## src/rtl/rate_event_pkg.sv

```systemverilog
package rate_event_pkg;
  localparam int CODE_W   = 4;
  localparam int STAT_W   = 8;
  localparam int IRQF_BIT = 7;
  localparam int PF_BIT   = 6;
  localparam int FOLD_MAX = 2;
  localparam int FOLD_ADD = 7;
endpackage

```

## src/rtl/rate_decode.sv

```systemverilog
module rate_decode
  import rate_event_pkg::*;
#(
  parameter int CNT_W = 16
) (
  input  logic [CODE_W-1:0] code_i,
  output logic              zero_o,
  output logic [CNT_W-1:0]  mask_o
);
  logic [CODE_W-1:0] eff;
  logic [CODE_W-1:0] shift;

  always_comb begin
    eff = code_i;
    if (code_i != '0 && int'(code_i) <= FOLD_MAX) eff = code_i + CODE_W'(FOLD_ADD);
    shift = (code_i == '0) ? '0 : eff - CODE_W'(1);
  end

  assign zero_o = (code_i == '0);

  // low (eff-1) bits of the counter form the alignment window
  for (genvar i = 0; i < CNT_W; i++) begin : g_mask
    assign mask_o[i] = (int'(shift) > i);
  end
endmodule

```

## src/rtl/tick_counter.sv

```systemverilog
module tick_counter #(
  parameter int CNT_W = 16
) (
  input  logic             clk_i,
  input  logic             rst_ni,
  input  logic             tick_i,
  output logic [CNT_W-1:0] cnt_nxt_o
);
  logic [CNT_W-1:0] cnt_q;

  assign cnt_nxt_o = cnt_q + CNT_W'(1);

  always_ff @(posedge clk_i or negedge rst_ni) begin
    if (!rst_ni)     cnt_q <= '0;
    else if (tick_i) cnt_q <= cnt_nxt_o;
  end

  p_cnt_hold_r11: assert property (@(posedge clk_i) disable iff (!rst_ni)
    !tick_i |=> $stable(cnt_q));
endmodule

```

## src/rtl/event_flags.sv

```systemverilog
module event_flags
  import rate_event_pkg::*;
(
  input  logic              clk_i,
  input  logic              rst_ni,
  input  logic              set_i,
  input  logic              clr_i,
  output logic [STAT_W-1:0] status_o
);
  logic irqf_q, pf_q;

  always_ff @(posedge clk_i or negedge rst_ni) begin
    if (!rst_ni) begin
      irqf_q <= 1'b0;
      pf_q   <= 1'b0;
    end else if (set_i) begin
      irqf_q <= 1'b1;
      pf_q   <= 1'b1;
    end else if (clr_i) begin
      irqf_q <= 1'b0;
      pf_q   <= 1'b0;
    end
  end

  always_comb begin
    status_o           = '0;
    status_o[IRQF_BIT] = irqf_q;
    status_o[PF_BIT]   = pf_q;
  end

  p_set_wins_r10: assert property (@(posedge clk_i) disable iff (!rst_ni)
    set_i |=> status_o[IRQF_BIT] && status_o[PF_BIT]);
  p_clear_r10: assert property (@(posedge clk_i) disable iff (!rst_ni)
    (clr_i && !set_i) |=> !status_o[IRQF_BIT] && !status_o[PF_BIT]);
endmodule

```

## src/rtl/rate_event_gen.sv

```systemverilog
module rate_event_gen
  import rate_event_pkg::*;
#(
  parameter int CNT_W = 16
) (
  input  logic              clk_i,
  input  logic              rst_ni,
  input  logic              tick_i,
  input  logic [CODE_W-1:0] rate_code_i,
  input  logic              pie_en_i,
  input  logic              sqw_en_i,
  input  logic              stat_clr_i,
  output logic [STAT_W-1:0] status_o,
  output logic              irq_o,
  output logic              sqw_o
);
  logic             code_zero;
  logic [CNT_W-1:0] win_mask;
  logic [CNT_W-1:0] cnt_nxt;
  logic             run;
  logic             hit;
  logic             sqw_q;

  rate_decode #(.CNT_W(CNT_W)) u_dec (
    .code_i (rate_code_i),
    .zero_o (code_zero),
    .mask_o (win_mask)
  );

  tick_counter #(.CNT_W(CNT_W)) u_cnt (
    .clk_i     (clk_i),
    .rst_ni    (rst_ni),
    .tick_i    (tick_i),
    .cnt_nxt_o (cnt_nxt)
  );

  // event on the tick that lands the base counter on a period multiple
  assign run = !code_zero && (pie_en_i || sqw_en_i);
  assign hit = tick_i && run && ((cnt_nxt & win_mask) == '0);

  event_flags u_flags (
    .clk_i    (clk_i),
    .rst_ni   (rst_ni),
    .set_i    (hit && pie_en_i),
    .clr_i    (stat_clr_i),
    .status_o (status_o)
  );

  always_ff @(posedge clk_i or negedge rst_ni) begin
    if (!rst_ni) sqw_q <= 1'b0;
    else         sqw_q <= hit && sqw_en_i;
  end

  assign sqw_o = sqw_q;
  assign irq_o = status_o[IRQF_BIT];

  p_code0_quiet_r2: assert property (@(posedge clk_i) disable iff (!rst_ni)
    (rate_code_i == '0) |=> !sqw_o && !$rose(irq_o));
  p_gate_r5: assert property (@(posedge clk_i) disable iff (!rst_ni)
    (!pie_en_i && !sqw_en_i) |=> !sqw_o && !$rose(irq_o));
  p_flag_pair_r7: assert property (@(posedge clk_i) disable iff (!rst_ni)
    status_o[IRQF_BIT] == status_o[PF_BIT]);
  p_single_pulse_r8: assert property (@(posedge clk_i) disable iff (!rst_ni)
    sqw_o |=> !sqw_o);
  p_tick_only_r11: assert property (@(posedge clk_i) disable iff (!rst_ni)
    !tick_i |=> !sqw_o && !$rose(irq_o));
endmodule

```

## config.mk

```make
export PLATFORM = sky130hd
export DESIGN_NAME = rate_event_gen
export DESIGN_NICKNAME = d
export VERILOG_FILES = /design/src/rtl/rate_event_pkg.sv /design/src/rtl/rate_decode.sv /design/src/rtl/tick_counter.sv /design/src/rtl/event_flags.sv /design/src/rtl/rate_event_gen.sv
export SDC_FILE = /design/constraint.sdc
export NUM_CORES = 1
export LEC_CHECK = 0
export BUFFER_PORTS_ARGS = -buffer_cell sky130_fd_sc_hd__buf_2
export CAP_MARGIN = 10
export CORE_MARGIN = 2
export CORE_UTILIZATION = 55
export CTS_BUF_LIST = sky130_fd_sc_hd__clkbuf_16
export CTS_CLUSTER_SIZE = 10
export DETAILED_ROUTE_END_ITERATION = 16
export GPL_TIMING_DRIVEN = 0
export PLACE_DENSITY = 0.77
export SLEW_MARGIN = 20
export SYNTH_ARGS = -nofsm -noshare
export SYNTH_HDL_FRONTEND = slang
export SYNTH_SLANG_ARGS = --single-unit
```

## constraint.sdc

```tcl
create_clock -name clk_i -period 5.3 [get_ports clk_i]
set_clock_uncertainty 0.05 [all_clocks]
set_input_delay 0.53 -clock clk_i [delete_from_list [all_inputs] [get_ports clk_i]]
set_output_delay 0.53 -clock clk_i [all_outputs]
set_load 0.01 [all_outputs]
```

After elaboration in Yosys (flattened, before gate mapping)

Index checks and enable logic that the tools add are counted.

Output and inout bits: 10
Register bits: 18
Logic and storage cells: 39

Mux-type cells: 4
$lt $le $gt $ge: 16
Bitwise operators: 1
Reductions and logical operators: 12
Add/subtract/negate cells: 3

Operator list:

| operator                                                               | count |
|---|---|
| 4-bit > comparator (second input constant)                             | 7 |
| 16-bit by 1-bit adder with 16-bit output (second input constant)       | 1 |
| 16-bit by 15-bit AND with 16-bit output                                | 1 |
| 4-bit by 3-bit > comparator with 1-bit output (second input constant)  | 4 |
| 16-bit zero test                                                       | 1 |
| 4-bit by 1-bit > comparator with 1-bit output (second input constant)  | 2 |
| 4-bit by 2-bit > comparator with 1-bit output (second input constant)  | 2 |
| 4-bit two-way mux                                                      | 2 |
| 1-bit logical AND                                                      | 6 |
| 4-bit by 3-bit adder with 4-bit output (second input constant)         | 1 |
| 4-bit by 2-bit <= comparator with 1-bit output (second input constant) | 1 |
| 4-bit zero test                                                        | 1 |
| 4-bit nonzero test                                                     | 1 |
| 4-bit by 1-bit subtractor with 4-bit output (second input constant)    | 1 |
| 1-bit two-way mux                                                      | 2 |
| 2-bit nonzero test                                                     | 1 |
| 1-bit zero test                                                        | 1 |
| 1-bit logical OR                                                       | 1 |

Depth between registers and ports, before layout

Depth after elaboration: 11
Mapped depth: 13
Mapped depth without buffers: 13

Hierarchy

A second synthesis with hierarchy kept.

Cell total of the unflattened synthesis: 182
Area, all modules: 1654.1 sq um

Modules (own cells, without submodules):

| module         | instances | sequential area each (sq um) | area each (sq um) | cells an instance |
|---|---|---|---|---|
| tick_counter   | 1         | 400.4                        | 1032.2            | 101 |
| rate_decode    | 1         | 0.0                          | 377.9             | 51 |
| rate_event_gen | 1         | 25.0                         | 143.9             | 18 |
| event_flags    | 1         | 25.0                         | 100.1             | 12 |

Worst setup path after synthesis

Ideal clock, no wire load.

Path kind: input to register
Start point: input rate_code_i[0]
End point: register u_flags.pf_q
Cell stages on the path: 12
Setup slack: 2.254 ns
Data arrival time: 2.892 ns
Cells stage by stage: inv_1 > ha_1 > buf_2 > or4b_4 > a21oi_4 > ha_1 > nand2b_1 > and2_1 > a32oi_1 > a221oi_1 > a31oi_1 > o41ai_2

Word-level cells in the longest chain between the ends: 11

Ends and longest elaborated chain:

| element                                                                              | line                 | source |
|---|---|---|
| start, declared                                                                      | rate_event_gen.sv:9  | `input logic [CODE_W-1:0] rate_code_i,` |
| 4-bit by 2-bit <= comparator with 1-bit output or 4-bit nonzero test (tied branches) | rate_decode.sv:15    | `if (code_i != '0 && int'(code_i) <= FOLD_MAX) eff = code_i + CODE_W'(FOLD_ADD);` |
| 1-bit logical AND                                                                    | rate_decode.sv:15    |  |
| 4-bit two-way mux                                                                    | rate_decode.sv:15    |  |
| 4-bit by 1-bit subtractor with 4-bit output                                          | rate_decode.sv:16    | `shift = (code_i == '0) ? '0 : eff - CODE_W'(1);` |
| 4-bit two-way mux                                                                    | rate_decode.sv:16    |  |
| 4-bit by 1-bit > comparator with 1-bit output (tied with other cells)                | rate_decode.sv:23    | `assign mask_o[i] = (int'(shift) > i);` |
| 16-bit by 15-bit AND with 16-bit output                                              | rate_event_gen.sv:39 | `assign hit = tick_i && run && ((cnt_nxt & win_mask) == '0);` |
| 16-bit zero test                                                                     | rate_event_gen.sv:39 |  |
| 1-bit logical AND *                                                                  | rate_event_gen.sv:39 |  |
| 1-bit logical AND *                                                                  | rate_event_gen.sv:44 | `.set_i (hit && pie_en_i),` |
| 1-bit two-way mux or 2-bit nonzero test (tied branches)                              | --                   |  |
| end signal, assigned                                                                 | event_flags.sv:15    | `pf_q <= 1'b0;` |
| end signal, assigned                                                                 | event_flags.sv:18    | `pf_q <= 1'b1;` |
| end signal, assigned                                                                 | event_flags.sv:21    | `pf_q <= 1'b0;` |
| end, declared                                                                        | event_flags.sv:10    | `logic irqf_q, pf_q;` |

Every way passes the cells marked *; elsewhere a longest branch is shown, timed or not.
A chain may end at the register's enable or synchronous reset.

Final worst setup path

Same ends and word-level chain as after synthesis.

==> flow_summary.ini <==
[outcome]
outcome = finished, final reports clean

[yosys]
ys_warn_count = 0
avgSynthCellArea_um2 = 8.48
syn_inst = 170
synth-edff-count = 0
yosysSeqAreaShare_pct = 29.5
ys_async_sr_fraction_pct = 100
ys_seq_elements = 17
synth_top_flop_cell = dfrtp_1
syn-cell-area_mm2 = 0.00144
ys_types = 44

[clock_tree]
cts_sinks = 17
path_clk_slew_ns = 0.05
max-clock-path-buffers = 2
cts-resized-gates = 0
cts_hold_buf = 0
postCtsSetupBuffers = 0
clk_latency_ns = 0.25
h-tree-depth = 1
cts_tree = done
cts_made_buffers = 3
clockRootBuffer = clkbuf_16

[detailed_routing]
drt_iter0_drc = 36
via_count = 1227
via_per_inst = 5.55
routedWlPerCell_um = 14.3
routed_wl_um = 3160
route.antenna.remaining_nets = 0
drcViolationCount = 0
drt_pass1_iterations = 6

[critical_path]
end_kind = register
arrival_ns = 3.33
path_cells = buf_2 -> inv_1 -> ha_1 -> buf_2 -> or4b_4 -> a21oi_4 -> ha_1 -> nand2b_1 -> and2_1 -> a32oi_1 -> a221oi_1 -> a31oi_1 -> o41ai_2
critPathKind = input port to register
crit_slowest_cell = or4b_4
cp_top_family = compound AO/OA/AOI/OAI gates
worst_ep_required_time_ns = 5.40
worst-path-max-fanout = 9
slowest_delay_ns = 0.51
critPathBufInv = 3
start_kind = input port

[cells_and_area]
layout_commonest_cell = xnor2_1
final_cell_mix = 18 x xnor2_1, 17 x nor2_1, 17 x dfrtp_1
fin_area_mm2 = 0.00164
layoutNonFillerInstCount = 221
n_antenna_cell = 0
area_delta_synth_final_pct = 13.5
fin_nets = 206
drive_gt1_share_pct = 19.9

[timing]
slew_violations = 0
hold_viol_final = 0
min_period_ns = 3.23
fmax_mhz = 310
tightest_slew_ns = 0.495
fin_setup_tns_ns = 0
rsz0062_at_grt = false
setup_viol = 0
finalCritPeriodShare_pct = 60.9
whs_ns = 0.149
slew_headroom_pct = 66.7

[grt]
grt-ovfl-total = 0
antenna_found_initial = 0
grt_start_max_net_pins = 18
grt_pass1_wl_um = 5030
track_usage_pct = 23.8
grt_pass1_vias = 1119

[floorplan]
die_y_um = 55.2
row_count = 18
die_width_um = 55.2
die_area_mm2 = 0.00305
core_mm2 = 0.00248
pin_count = 20
start_util_pct = 58.2

[power_and_ir_drop]
leakagePower_nw = 0.729
ir_drop_uv = 266
p_total_mw = 0.577
power_density_mw_per_mm2 = 353

[place]
place.detailed.hpwl_um = 2500
gp_congestion = 0.875
dp.cells = 217
place_area_mm2 = 0.00156
port_buffers = 12

[run]
cap_violations = 0

[hold_path]
hold_class = input port to asynchronous set/reset pin
area by class of cell:
class | count | area [um^2]
Inverter | 6 | 22.5
Multi-Input combinational cell | 133 | 897
Sequential cell | 17 | 425
Clock buffer | 3 | 75.1
Buffer | 19 | 115
Tap cell | 30 | 37.5
Timing Repair Buffer | 12 | 60.1
Fill cell | 225 | 841
Clock inverter | 1 | 3.75
worst reg2reg max path: cells and delay by family, from the launching register on:
kind | cells | cell delay (ns)
AOI/OAI and AO/OA | 3 | 0.64
and+or+nand+nor | 3 | 0.78
DFF | 1 | 0.47
xor gates and xnor gates | 1 | 0.16
adders and majority gates | 1 | 0.18
buffers and inverters | 1 | 0.26
final timing paths:
check	startpoint	endpoint	slack [ns]	cells after the start
max in group asynchronous	rst_ni	sqw_o	4.76	1
worst max register to register	u_cnt.cnt_q[0]	u_flags.pf_q	2.67	9
worst max-delay path	rate_code_i[0]	u_flags.pf_q	2.07	13
min in group clk_i	u_cnt.cnt_q[14]	u_cnt.cnt_q[14]	0.46	1
worst min-delay path	rst_ni	u_cnt.cnt_q[7]	0.15	1
worst min register to register	u_cnt.cnt_q[14]	u_cnt.cnt_q[14]	0.46	1
metrics by stage:
stage / util [%] / setup slack (ns)
after floorplan: - / 2.25
after global placement: 62.9 / 1.86
after detailed placement: 62.9 / 1.82
after CTS: 66.1 / 2.06
after global routing: 66.1 / 1.87
final: 66.1 / 2.07
per-layer routing:
layer	vias up	routed length [um]	GRT usage, %
met3	5	137	5.11
met5	-	0	0
met1	567	1370	28.5
met4	0	51	10.2
li1	622	-	-
met2	33	1600	41.1
synth_stat cells (2+ instances only):
cell type | number | area share (%)
a211oi_1 | 2 | 1.0
a21oi_1 | 6 | 2.1
a221oi_1 | 2 | 1.2
a31oi_1 | 2 | 0.87
buf_2 | 4 | 1.4
buf_4 | 8 | 4.2
clkbuf_1 | 5 | 1.3
dfrtp_1 | 17 | 30
ha_1 | 4 | 3.5
inv_1 | 6 | 1.6
mux2_2 | 2 | 1.6
nand2_1 | 14 | 3.6
nand2b_1 | 4 | 1.7
nand3_1 | 10 | 3.5
nand4_1 | 5 | 2.2
nor2_1 | 17 | 4.4
nor3_1 | 5 | 1.7
nor4_1 | 4 | 1.7
o21ai_1 | 2 | 0.69
xnor2_1 | 18 | 11
xor2_1 | 10 | 6.1
sequential cells by signal (all words and copies together), names as in the netlist:
register      flops
u_cnt.cnt_q      15
u_flags.pf_q      1
sqw_o             1
cell families after synthesis:
family,share of synthesized area [%]
AOI/OAI and AO/OA,14.6
xor gates and xnor gates,17.0
adders and majority gates,3.47
buffers and inverters,9.55
DFF,29.5
muxes,1.56
other,0.260
and+or+nand+nor,24.0
where the power goes:
part | leakage, nW | internal [mW] | switching, mW | total, mW
Sequential | 0.220 | 0.158 | 0.0304 | 0.188
Combinational | 0.466 | 0.0992 | 0.136 | 0.235
Clock | 0.0423 | 0.100 | 0.0532 | 0.154
No activity file was read; power rests on OpenSTA's default activity.
